==> config.mk <==
export PLATFORM = sky130hd
export DESIGN_NAME = sp_latched_driver
export DESIGN_NICKNAME = d
export VERILOG_FILES = /design/src/rtl/sp_drv_pkg.sv /design/src/rtl/sp_edge_strobe.sv /design/src/rtl/sp_shift_chain.sv /design/src/rtl/sp_latch_bank.sv /design/src/rtl/sp_latched_driver.sv
export SDC_FILE = /design/constraint.sdc
export NUM_CORES = 1
export LEC_CHECK = 0
export BUFFER_PORTS_ARGS = -buffer_cell sky130_fd_sc_hd__buf_2
export CORE_MARGIN = 2
export CORE_UTILIZATION = 27
export CTS_CLUSTER_DIAMETER = 120
export DETAILED_ROUTE_END_ITERATION = 8
export RECOVER_POWER = 25
export SETUP_SLACK_MARGIN = 0.05
export SYNTH_ARGS = -nofsm -noshare
export SYNTH_HDL_FRONTEND = slang
export SYNTH_SLANG_ARGS = --single-unit
==> constraint.sdc <==
create_clock -name clk -period 1.6 [get_ports clk]
set_input_delay 0.48 -clock clk [delete_from_list [all_inputs] [get_ports clk]]
set_output_delay 0.48 -clock clk [all_outputs]
set_load 0.05 [all_outputs]
==> src/rtl/sp_drv_pkg.sv <==
package sp_drv_pkg;
  typedef enum logic {
    SHIFT_DOWN = 1'b0,
    SHIFT_UP   = 1'b1
  } shift_dir_e;
endpackage

==> src/rtl/sp_edge_strobe.sv <==
module sp_edge_strobe (
  input  logic clk,
  input  logic rst,
  input  logic level_in,
  output logic fall_stb
);
  logic level_q;

  always_ff @(posedge clk) begin
    if (rst) level_q <= 1'b0;
    else     level_q <= level_in;
  end

  assign fall_stb = level_q & ~level_in;

  AST_RISE_NO_STB: assert property (@(posedge clk) disable iff (rst)
    (!level_q && level_in) |-> !fall_stb);
endmodule

==> src/rtl/sp_shift_chain.sv <==
module sp_shift_chain
  import sp_drv_pkg::*;
#(
  parameter int DEPTH = 64
) (
  input  logic             clk,
  input  logic             rst,
  input  logic             stb,
  input  shift_dir_e       dir,
  input  logic             din,
  output logic [DEPTH-1:0] q,
  output logic [DEPTH-1:0] q_next
);
  localparam int TOP = DEPTH - 1;

  for (genvar i = 0; i < DEPTH; i++) begin : g_stage
    logic from_low, from_high;
    if (i == 0) begin : g_low_end
      assign from_low = din;
    end else begin : g_low_mid
      assign from_low = q[i-1];
    end
    if (i == TOP) begin : g_high_end
      assign from_high = din;
    end else begin : g_high_mid
      assign from_high = q[i+1];
    end
    assign q_next[i] = !stb ? q[i] : (dir == SHIFT_UP ? from_low : from_high);
  end

  always_ff @(posedge clk) begin
    if (rst) q <= '0;
    else     q <= q_next;
  end

  AST_IDLE_STABLE: assert property (@(posedge clk) disable iff (rst)
    !stb |=> $stable(q));
  AST_UP_ENTRY: assert property (@(posedge clk) disable iff (rst)
    (stb && dir == SHIFT_UP) |=> (q[0] == $past(din)) && (q[TOP] == $past(q[TOP-1])));
  AST_DOWN_ENTRY: assert property (@(posedge clk) disable iff (rst)
    (stb && dir == SHIFT_DOWN) |=> (q[TOP] == $past(din)) && (q[0] == $past(q[1])));
endmodule

==> src/rtl/sp_latch_bank.sv <==
module sp_latch_bank #(
  parameter int WIDTH = 64
) (
  input  logic             clk,
  input  logic             rst,
  input  logic             le,
  input  logic [WIDTH-1:0] d,
  output logic [WIDTH-1:0] q,
  output logic [WIDTH-1:0] q_next
);
  assign q_next = le ? d : q;

  always_ff @(posedge clk) begin
    if (rst) q <= '0;
    else     q <= q_next;
  end

  AST_LATCH_FOLLOW: assert property (@(posedge clk) disable iff (rst)
    le |=> q == $past(d));
  AST_LATCH_HOLD: assert property (@(posedge clk) disable iff (rst)
    !le |=> $stable(q));
endmodule

==> src/rtl/sp_latched_driver.sv <==
module sp_latched_driver
  import sp_drv_pkg::*;
#(
  parameter int NUM_CH = 64
) (
  input  logic              clk,
  input  logic              rst,
  input  logic              sclk,
  input  logic              sdata_in,
  input  logic              dir,
  input  logic              le,
  input  logic              oe,
  output logic              sdata_out,
  output logic [NUM_CH-1:0] chan_on
);
  localparam int LAST = NUM_CH - 1;

  logic              shift_stb;
  shift_dir_e        dir_e;
  logic [NUM_CH-1:0] sreg, sreg_nxt;
  logic [NUM_CH-1:0] lat, lat_nxt;

  assign dir_e = shift_dir_e'(dir);

  sp_edge_strobe u_edge (
    .clk      (clk),
    .rst      (rst),
    .level_in (sclk),
    .fall_stb (shift_stb)
  );

  sp_shift_chain #(.DEPTH(NUM_CH)) u_chain (
    .clk    (clk),
    .rst    (rst),
    .stb    (shift_stb),
    .dir    (dir_e),
    .din    (sdata_in),
    .q      (sreg),
    .q_next (sreg_nxt)
  );

  sp_latch_bank #(.WIDTH(NUM_CH)) u_latch (
    .clk    (clk),
    .rst    (rst),
    .le     (le),
    .d      (sreg),
    .q      (lat),
    .q_next (lat_nxt)
  );

  always_ff @(posedge clk) begin
    if (rst) begin
      sdata_out <= 1'b0;
      chan_on   <= '0;
    end else begin
      sdata_out <= (dir_e == SHIFT_UP) ? sreg_nxt[LAST] : sreg_nxt[0];
      chan_on   <= oe ? lat_nxt : '0;
    end
  end

  AST_CASCADE_END: assert property (@(posedge clk) disable iff (rst)
    sdata_out == ($past(dir) ? sreg[LAST] : sreg[0]));
  AST_OE_OFF: assert property (@(posedge clk) disable iff (rst)
    !oe |=> chan_on == '0);
  AST_OE_PASS: assert property (@(posedge clk) disable iff (rst)
    (oe && !le) |=> chan_on == lat);
endmodule

# After elaboration in Yosys (flattened, before gate mapping)
# Index checks and enable logic that the tools add are counted.
# Widths: inputs -> output; s select.
[classes]
n_bitwise = 3
n_mux = 68
n_reduce_logical = 1
[ops]
columns = ["op", "n"]
rows = [
  ["$mux 1", 67],
  ["$mux 64", 1],
  ["$not 1->1", 2],
  ["$reduce_or 2->1", 1],
  ["$and 1x1->1", 1],
]
[word_totals]
out_inout_bits = 65
regBits = 194

# Longest topological paths before layout
# Gate-level depths: netlist of the first run.
[logic_depth]
word_depth = 4
depth_mapped = 5

# Cells and area by module
# Synthesis of the first run repeated with hierarchy kept, for this count alone.
[hier_totals]
hier_cells = 703
area_unflattened_um2 = 7825.0
[by_module_without_submodules]
columns = ["mod", "instances", "cells_each", "area_each_um2", "seq_area_each_um2"]
rows = [
  ["sp_shift_chain", 1, 355, 3179.3, 1281.2],
  ["sp_latch_bank", 1, 206, 2732.6, 1281.2],
  ["sp_latched_driver", 1, 139, 1878.1, 1301.2],
  ["sp_edge_strobe", 1, 3, 35.0, 20.0],
]

# Least setup slack after synthesis of the first run
# Ideal clock, no wire load.
[synth_path]
path_type = "input port to flip-flop"
start = "input le"
end = "register chan_on[10]"
arrival_ns = 1.170
path_stages = 5
required_time_ns = 1.485
n_path_buf = 2
path_slack_ns = 0.315
cell_sequence = "buf_6 -> buf_8 -> mux2i_1 -> nor2_1 -> and2_1"
[synth_between]
elab_chain_len = 1
[synth_lines]
columns = ["element", "line_no", "rtl"]
rows = [
  ["start: declaration", "sp_latched_driver.sv:11", "input logic le,"],
  ["$mux 64", "sp_latch_bank.sv:11", "assign q_next = le ? d : q;"],
  ["end signal: assignment", "sp_latched_driver.sv:57", "chan_on <= oe ? lat_nxt : '0;"],
  ["end: declaration", "sp_latched_driver.sv:14", "output logic [NUM_CH-1:0] chan_on"],
]
# No other way between the ends.
# A chain may end at the register's enable or synchronous reset.

# Worst setup path after layout of the first run
[layout_path]
start = "register chan_on[6]"
end = "output chan_on[6]"
# No word-level cell between the ends.

==> results.py, run 1 <==
metrics = {
    "status": {
        "status": "complete, no violations",
    },
    "final_layout": {
        "drive_above_1_share_pct": 17.57,
        "final_cells": 1030,
        "post-route-util_pct": 32.58,
        "syn2layout_area_growth_pct": 18.26,
        "antenna_cells": 0,
        "fin_nets": 694,
        "fillers": 2572,
    },
    "timing": {
        "hold_viol": 0,
        "period_share_pct": 93.01,
        "relSlewSlack_pct": 41.91,
        "slew_violations": 0,
        "fin_tns_setup_ns": 0,
        "skew_ns": 0.01092,
        "setup_viol": 0,
        "whs_ns": 0.3244,
        "fmax_mhz": 672.0,
        "rsz0062_at_grt": "false",
        "worst_pin_slew_ns": 0.8714,
        "finalCriticalPeriod_ns": 1.488,
    },
    "clock_tree": {
        "numCtsBuffers": 17,
        "htreeDepth": 4,
        "cts_num_sinks": 194,
        "worst_skew_pair.late_latency_ns": 0.43,
        "cts-root-buf": "clkbuf_16",
        "cts_tree": "done",
        "clkTransAtPathRegs_ns": 0.07,
        "clock_path_buffers": 2,
    },
    "global_route": {
        "grt_pass1_wl_um": 21580,
        "antenna_found_initial": 0,
        "grt_max_degree": 65,
        "grt_pass1_vias": 4234,
        "grt_util_all_layers_pct": 10.00,
        "grt.overflow.total": 0,
    },
    "route": {
        "totalWireLength_um": 12620,
        "dr.pass1.iters": 4,
        "wl_per_cell_um": 12.25,
        "drt_iter0_drc": 291,
        "vias": 4292,
        "ant_nets": 0,
        "via_per_inst": 4.167,
        "drc_errors": 0,
    },
    "die": {
        "die_h_um": 164.5,
        "die_x_um": 164.5,
        "coreArea_um2": 25250,
        "io_pins": 72,
        "fp-row-count": 58,
        "dieArea_um2": 27070,
        "start_util_pct": 27.55,
    },
    "setup_path": {
        "slowest_stage": "dfxtp_1",
        "path_depth": 1,
        "worst-r2r-cell-count": 4,
        "end_kind": "primary output",
        "arrival_ns": 1.01,
        "required_ns": 1.12,
        "worst_path_largest_cell_delay_ns": 0.31,
        "criticalPathCategory": "register to primary output",
        "worstSetupStartpointType": "register",
        "path_cells": "buf_2",
        "path_max_fanout": 1,
        "crit_buf_inv": 1,
        "path_delay_family": "flip-flops",
    },
    "synthesis": {
        "synthCells": 631,
        "synth_top_area_share_pct": 55.83,
        "synth_top_area_cell": "dfxtp_1",
        "synth_area_leaders": "dfxtp_1 (56%), mux2i_1 (18%), nor2_1 (6.9%)",
        "ys_seq_area_share_pct": 55.83,
        "ys_ff_latch": 194,
        "synth_fp_nets": 638,
        "yosys_warnings": 0,
        "syn_area_per_cell_um2": 11.02,
        "synth.cell_area_um2": 6957,
        "synth.distinct_cells": 15,
    },
    "placed_design": {
        "post-place-cells": 998,
        "hpwl_um": 8029,
        "gp_congestion": 0.7056,
        "numPortBuffers": 71,
    },
    "hold_path": {
        "hold_depth": 2,
        "worstHoldPathType": "input pin to register",
    },
    "power": {
        "p_leak_nw": 3.499,
        "vdd_drop_max_mv": 0.6308,
        "cellPowerDensity_nw_per_um2": 1233,
    },
    "flow_run": {
        "maxCapViolations": 0,
    },
}
-- Yosys cell counts --
| library cell | number |
|---|---|
| and2_1 | 64 |
| mux4_1 | 1 |
| nor2_1 | 128 |
| dfxtp_1 | 194 |
| nor2b_1 | 2 |
| buf_6 | 2 |
| nor2b_2 | 1 |
| buf_1 | 2 |
| clkbuf_1 | 16 |
| buf_2 | 16 |
| mux2i_1 | 128 |
| a211oi_2 | 5 |
| a211oi_1 | 59 |
| buf_8 | 12 |
| buf_4 | 1 |
-- layout make-up --
cell class,count,area (µm²),share of cell area [%]
multi-input combinational,388,2720,33.06
clock inverter,13,167.7,2.038
timing repair buffer,86,589.3,7.163
clock buffer,19,452.9,5.506
sequential,194,3884,47.21
tap,330,412.9,5.019
-- registers in the layout (all words and copies together) (netlist names) --
name            count
u_latch.q          64
u_chain.q          64
chan_on            64
sdata_out           1
u_edge.level_q      1
-- power by group --
group	switching, mW	internal (mW)
sequential	0.101	4.97
clock	1.96	2.45
combinational	0.396	0.270
total	2.46	7.69
-- repair_timing --
item	4_1_cts	5_1_grt
gates resized for setup	0	7
hold buffers	0	0
buffers inserted	0	0
setup endpoints to repair	0	7
-- cell usage in the layout, fill, tap and decap left out, drive strengths merged --
master    n
a211oi   64
and2     64
buf      77
bufinv    2
clkbuf   28
clkinv    6
dfxtp   194
inv       5
mux2i   128
mux4      1
nor2    128
nor2b     3
-- path summary, 6_finish.rpt --
check / start / to / slack (ns)
setup / recovery: chan_on[6] / chan_on[6] / 0.11
setup reg to reg: u_edge.level_q / u_chain.q[18] / 0.39
hold reg to reg: u_latch.q[2] / u_latch.q[2] / 0.50
hold / removal: sclk / u_edge.level_q / 0.32
-- cells by family (layout without fill, tap and decap cells) --
logic type             Yosys count  after routing  synth area share [%]
muxes                          129            129                 18.80
buffers and inverters           49            118                 5.144
and+or+nand+nor                195            195                 12.97
AOI/OAI and AO/OA               64             64                 7.266
DFF                            194            194                 55.83
-- metal layers --
layer | wire length (µm) | vias to the layer above | global-route usage [%]
met5 | 0 | - | 0
met4 | 165 | 0 | 3.794
met2 | 5688 | 48 | 15.48
li1 | - | 2265 | -
met1 | 6045 | 1969 | 12.53
met3 | 720 | 10 | 3.968
-- metrics by stage --
step                instance area [µm²]  setup slack, ns  power [mW]
global placement                   7605          0.07524       5.852
global route                       8227          0.05528       10.62
CTS                                8225          0.06447       10.31
detailed placement                 7605          0.01212       5.870
floorplan                          6957           0.3153       5.725
finish                             8227           0.1119       10.15
(Power assumes the default switching activity.)
==> run 2, diff against run 1 <==
Settings changed: ABC_AREA set to 1, RECOVER_POWER 25 to 50.
==> results.py, run 2 <==
metrics = {
    "status": {
        "status": "complete, no violations",
    },
    "clock_tree": {
        "post_cts_buffers": 0,
        "cts_resized": 0,
        "clkTransAtPathRegs_ns": 0.07,
        "numCtsBuffers": 17,
        "clock_path_buffers": 2,
        "cts-root-buf": "clkbuf_16",
        "cts_tree": "done",
        "worst_skew_pair.late_latency_ns": 0.43,
        "holdBufCountCts": 0,
        "htreeDepth": 4,
        "cts_num_sinks": 194,
    },
    "placed_design": {
        "numPortBuffers": 71,
        "gp_congestion": 0.7260,
        "hpwl_um": 8912,
        "placed_area_um2": 7293,
        "place_ws_ns": 0.06213,
    },
    "timing": {
        "slew_violations": 0,
        "worst_pin_slew_ns": 0.9208,
        "fmax_mhz": 671.0,
        "period_share_pct": 93.15,
        "skew_ns": 0.006627,
        "finalWorstSetupSlack_ns": 0.1096,
        "fin_tns_setup_ns": 0,
        "setup_viol": 0,
        "rsz0062_at_grt": "false",
        "hold_viol": 0,
        "finalCriticalPeriod_ns": 1.490,
        "relSlewSlack_pct": 38.61,
    },
    "synthesis": {
        "synth_fa_ha_area_share_pct": 0,
        "synth.most_common_cell": "dfxtp_1",
        "synthCells": 711,
        "syn_area_per_cell_um2": 9.496,
        "synthArstFlopShare_pct": 0,
        "synth-xor-area-share_pct": 0,
        "ys.flop_type": "dfxtp_1",
        "synth_top_area_share_pct": 57.52,
        "yosys_warnings": 0,
        "synth_simple_gate_area_share_pct": 11.73,
        "ys_seq_area_share_pct": 57.52,
        "synth_edf_count": 0,
        "synth.distinct_cells": 19,
        "synth_compound_area_share_pct": 14.38,
        "synth_top_family_by_area": "compound AO/OA/AOI/OAI gates",
        "yosys-top-cells-count": "dfxtp_1 (194), nor2_1 (131), a21oi_1 (118), nand2_1 (74), mux2i_1 (64)",
        "synth.cell_area_um2": 6751,
        "synth_area_leaders": "dfxtp_1 (58%), mux2i_1 (9.5%), a21oi_1 (8.7%)",
        "synth_top_area_cell": "dfxtp_1",
        "synth_mux_area_share_pct": 9.489,
        "ys_ff_latch": 194,
        "synth_fp_nets": 718,
    },
    "final_layout": {
        "fin_nets": 773,
        "stdcell_area_um2": 7850,
        "reg_top3": "chan_on (64), u_chain.q (64), u_latch.q (64)",
        "final_common_cell": "dfxtp_1",
        "final_cell_mix": "dfxtp_1 (194), nor2_1 (131), a21oi_1 (118), nand2_1 (75), buf_2 (70)",
        "antenna_cells": 0,
        "drive_above_1_share_pct": 17.07,
        "syn2layout_area_growth_pct": 16.27,
        "fillers": 2576,
    },
    "die": {
        "dieArea_um2": 26290,
        "die_x_um": 162.1,
        "die_h_um": 162.1,
        "start_util_pct": 27.60,
        "io_pins": 72,
        "fp-row-count": 57,
        "coreArea_um2": 24460,
    },
    "power": {
        "p_leak_nw": 3.345,
        "cellPowerDensity_nw_per_um2": 1275,
        "vdd_drop_max_mv": 0.4892,
    },
    "global_route": {
        "top_usage_layer": "met2",
        "grt.overflow.total": 0,
        "grt_pass1_wl_um": 23650,
        "antenna_found_initial": 2,
        "met1_usage_pct": 15.69,
        "gr-usage-met2_pct": 16.13,
        "use_met3_pct": 3.320,
        "grt_util_all_layers_pct": 11.12,
        "grt_pass1_vias": 4501,
        "grt_max_degree": 64,
    },
    "route": {
        "drc_errors": 0,
        "via_per_inst": 4.331,
        "vias": 4777,
        "totalWireLength_um": 13730,
        "drt_iter0_drc": 319,
        "wl_per_cell_um": 12.45,
        "ant_nets": 0,
        "dr.pass1.iters": 4,
    },
    "setup_path": {
        "worst_path_largest_cell_delay_ns": 0.32,
        "required_ns": 1.12,
        "worstSetupStartpointType": "register",
        "path_max_fanout": 1,
        "end_kind": "primary output",
        "path_cells": "buf_2",
        "slowest_stage": "dfxtp_1",
        "path_depth": 1,
        "criticalPathCategory": "register to primary output",
        "crit_buf_inv": 1,
        "path_delay_family": "flip-flops",
        "worst-r2r-cell-count": 4,
        "arrival_ns": 1.01,
    },
    "hold_path": {
        "worstHoldPathType": "input pin to register",
        "hold_depth": 3,
    },
    "flow_run": {
        "maxCapViolations": 0,
    },
}
[run 2: cell types whose count changed after synthesis, sizes merged]
cell and change:
a211oi -64, clkbuf -13, mux4 -1, a21oi +126
buf +17, nand2 +76, nor2 +3, inv +4
nor2b -3, and2 -64, mux2i -64, nand3 +1
o21ai +62
[run 2: path summary, 6_finish.rpt]
path                  startpoint  slack, ns              to
setup / recovery     chan_on[58]       0.11     chan_on[58]
hold reg to reg    u_latch.q[50]       0.48   u_latch.q[50]
setup reg to reg  u_edge.level_q       0.37   u_chain.q[37]
hold / removal              sclk       0.33  u_edge.level_q
[run 2: metrics by stage]
| step | hold WS (ns) | total power, mW | cells | util, % |
|---|---|---|---|---|
| 3_3_place_gp | 0.4667 | 5.803 | 1071 | 29.81 |
| 2_1_floorplan | 0.4473 | 5.685 | 711 | - |
| 5_1_grt | 0.3135 | 10.44 | 1103 | 32.09 |
| 3_5_place_dp | 0.4704 | 5.813 | 1071 | 29.81 |
| 6_report | 0.3306 | 10.01 | 1103 | 32.09 |
| 4_1_cts | 0.3006 | 10.18 | 1103 | 32.31 |
[run 2: power breakdown]
| group | internal (mW) | leakage, nW | switching (mW) |
|---|---|---|---|
| logic | 0.194 | 1.48 | 0.414 |
| clock network | 2.40 | 0.291 | 1.93 |
| registers | 4.97 | 1.57 | 0.101 |
[run 2: kinds of logic after synthesis]
| logic type | Yosys count |
|---|---|
| buffers and inverters | 57 |
| DFF | 194 |
| AOI/OAI and AO/OA | 188 |
| and+or+nand+nor | 208 |
| muxes | 64 |
[run 2: metal layers]
| metal | wire length (µm) | up-vias |
|---|---|---|
| met1 | 7054 | 2203 |
| met5 | 26 | - |
| met2 | 5950 | 80 |
| met4 | 130 | 4 |
| li1 | - | 2472 |
| met3 | 570 | 18 |
[run 2: final cells by class]
class | count | area (µm²) | area share, %
Clock inverter | 14 | 170.2 | 2.168
Clock buffer | 18 | 439.2 | 5.595
Sequential cell | 194 | 3884 | 49.47
Multi-Input combinational cell | 460 | 2401 | 30.59
Timing Repair Buffer | 89 | 533.0 | 6.790
Inverter | 4 | 17.52 | 0.2231
Tap cell | 324 | 405.4 | 5.164
==> run 3, diff against run 2 <==
Settings changed: ABC_AREA 1 to not set, RECOVER_POWER 50 to 100, SYNTH_HIERARCHICAL set to 1.
==> results.py, run 3 <==
metrics = {
    "final_layout": {
        "reg_top3": "chan_on (64), u_chain/q (64), u_latch/q (64)",
        "regArea_um2": 3884,
        "drive_above_1_share_pct": 21.84,
        "final_cell_mix": "dfxtp_1 (194), mux2i_1 (65), nor2_1 (65), a211oi_1 (64), nor2b_1 (64)",
        "fillers": 2808,
        "final_common_cell": "dfxtp_1",
        "antenna_cells": 0,
        "final_cells": 1077,
        "stdcell_area_um2": 8541,
        "syn2layout_area_growth_pct": 13.94,
        "multi_input_area_um2": 3018,
        "fin_nets": 700,
    },
    "die": {
        "die_x_um": 170.6,
        "dieArea_um2": 29110,
        "coreArea_um2": 27100,
        "die_h_um": 170.6,
        "io_pins": 72,
        "start_util_pct": 27.66,
        "fp-row-count": 60,
    },
    "clock_tree": {
        "clkTransAtPathRegs_ns": 0.07,
        "clock_path_buffers": 2,
        "holdBufCountCts": 0,
        "cts_tree": "done",
        "cts_resized": 3,
        "worst_skew_pair.late_latency_ns": 0.43,
        "numCtsBuffers": 17,
        "cts_num_sinks": 194,
        "cts-root-buf": "clkbuf_16",
        "htreeDepth": 4,
        "post_cts_buffers": 0,
    },
    "setup_path": {
        "crit_buf_inv": 1,
        "end_kind": "primary output",
        "slowest_stage": "dfxtp_1",
        "required_ns": 1.12,
        "arrival_ns": 1.05,
        "worst_path_largest_cell_delay_ns": 0.35,
        "path_max_fanout": 1,
        "worstSetupStartpointType": "register",
        "path_cells": "buf_2",
        "path_delay_family": "flip-flops",
        "criticalPathCategory": "register to primary output",
    },
    "placed_design": {
        "post-place-cells": 1046,
        "place_ws_ns": 0.06120,
        "placed_area_um2": 8215,
        "gp_congestion": 0.6964,
        "numPortBuffers": 71,
        "hpwl_um": 8008,
    },
    "power": {
        "cellPowerDensity_nw_per_um2": 1191,
        "p_leak_nw": 3.550,
        "power_frac_seq_pct": 49.9,
        "swShare_pct": 24.68,
        "finalPower_mw": 10.17,
        "pwr-share-clk_pct": 43.4,
        "pwr-share-comb_pct": 6.7,
        "vdd_drop_max_mv": 0.5994,
        "p_int_mw": 7.659,
        "netSwitchingPower_mw": 2.510,
    },
    "global_route": {
        "grt_util_all_layers_pct": 9.633,
        "grt_pass1_wl_um": 22310,
        "grt.overflow.total": 0,
        "grt_max_degree": 131,
        "antenna_found_initial": 0,
        "grt_pass1_vias": 4247,
    },
    "timing": {
        "fmax_mhz": 655.4,
        "setup_viol": 0,
        "finalCriticalPeriod_ns": 1.526,
        "skew_ns": 0.008176,
        "slew_violations": 0,
        "relSlewSlack_pct": 32.62,
        "fin_tns_setup_ns": 0,
        "period_share_pct": 95.36,
        "finalWorstSetupSlack_ns": 0.07423,
        "hold_viol": 0,
        "rsz0062_at_grt": "false",
        "worst_pin_slew_ns": 1.011,
    },
    "flow_run": {
        "maxCapViolations": 0,
    },
    "status": {
        "status": "complete, no violations",
    },
    "synthesis": {
        "syn_area_per_cell_um2": 11.79,
        "yosys_warnings": 6,
        "synth.cell_area_um2": 7496,
        "synth_fp_nets": 643,
        "synthCells": 636,
    },
    "route": {
        "vias": 4334,
        "dr.pass1.iters": 4,
        "ant_nets": 0,
        "totalWireLength_um": 13220,
        "via_per_inst": 4.024,
        "drc_errors": 0,
        "wl_per_cell_um": 12.28,
        "drt_iter0_drc": 205,
    },
    "hold_path": {
        "worstHoldPathType": "input pin to register",
    },
}
[run 3: cell count changes in the layout (fill, tap and decap cells not counted), sizes merged, moves of 2 or more]
cell      delta
a211oi      +64
a21oi      -124
and2        +64
buf         -63
clkbuf      +63
clkinvlp     -3
inv          -2
mux2        +64
nand2       -76
nor2        -66
nor2b       +67
o21ai       -62
[run 3: power groups by stage]
| stage | sequential (mW) | clock, mW | combinational (mW) |
|---|---|---|---|
| after global routing | 5.09 | 4.76 | 0.759 |
| after floorplan | 5.24 | 0 | 0.579 |
| after detailed placement | 5.19 | 0 | 0.780 |
| final | 5.07 | 4.42 | 0.684 |
| after CTS | 5.08 | 4.59 | 0.788 |
| after global placement | 5.19 | 0 | 0.773 |
[run 3: layout make-up]
type                       instances  share of cell area [%]
multi-input combinational        391                   35.34
timing repair buffer              89                   6.666
clock buffer                      18                   5.142
tap                              372                   5.450
clock inverter                    13                   1.934
sequential                       194                   45.47
[run 3: through the flow]
step | utilization (%) | hold WS (ns)
5_1_grt | 31.51 | 0.3122
3_5_place_dp | 30.31 | 0.5105
6_report | 31.51 | 0.3225
3_3_place_gp | 30.31 | 0.5064
4_1_cts | 32.57 | 0.3011
2_1_floorplan | - | 0.4831
[run 3: final timing paths]
check / start / end / slack, ns / cells past startpoint
worst min-delay path: sclk / u_edge/level_q / 0.32 / 2
worst max register to register: u_edge/level_q / u_chain/q[54] / 0.33 / 5
worst min register to register: u_chain/q[39] / u_chain/q[39] / 0.52 / 2
worst max-delay path: chan_on[0] / chan_on[0] / 0.07 / 1
[run 3: layer usage]
layer,vias up,track usage (%),share of wire (%)
li1,2264,-,-
met4,0,3.679,1.3
met2,68,15.09,45
met5,-,0,0
met1,1992,12.93,51
met3,10,2.128,2.8
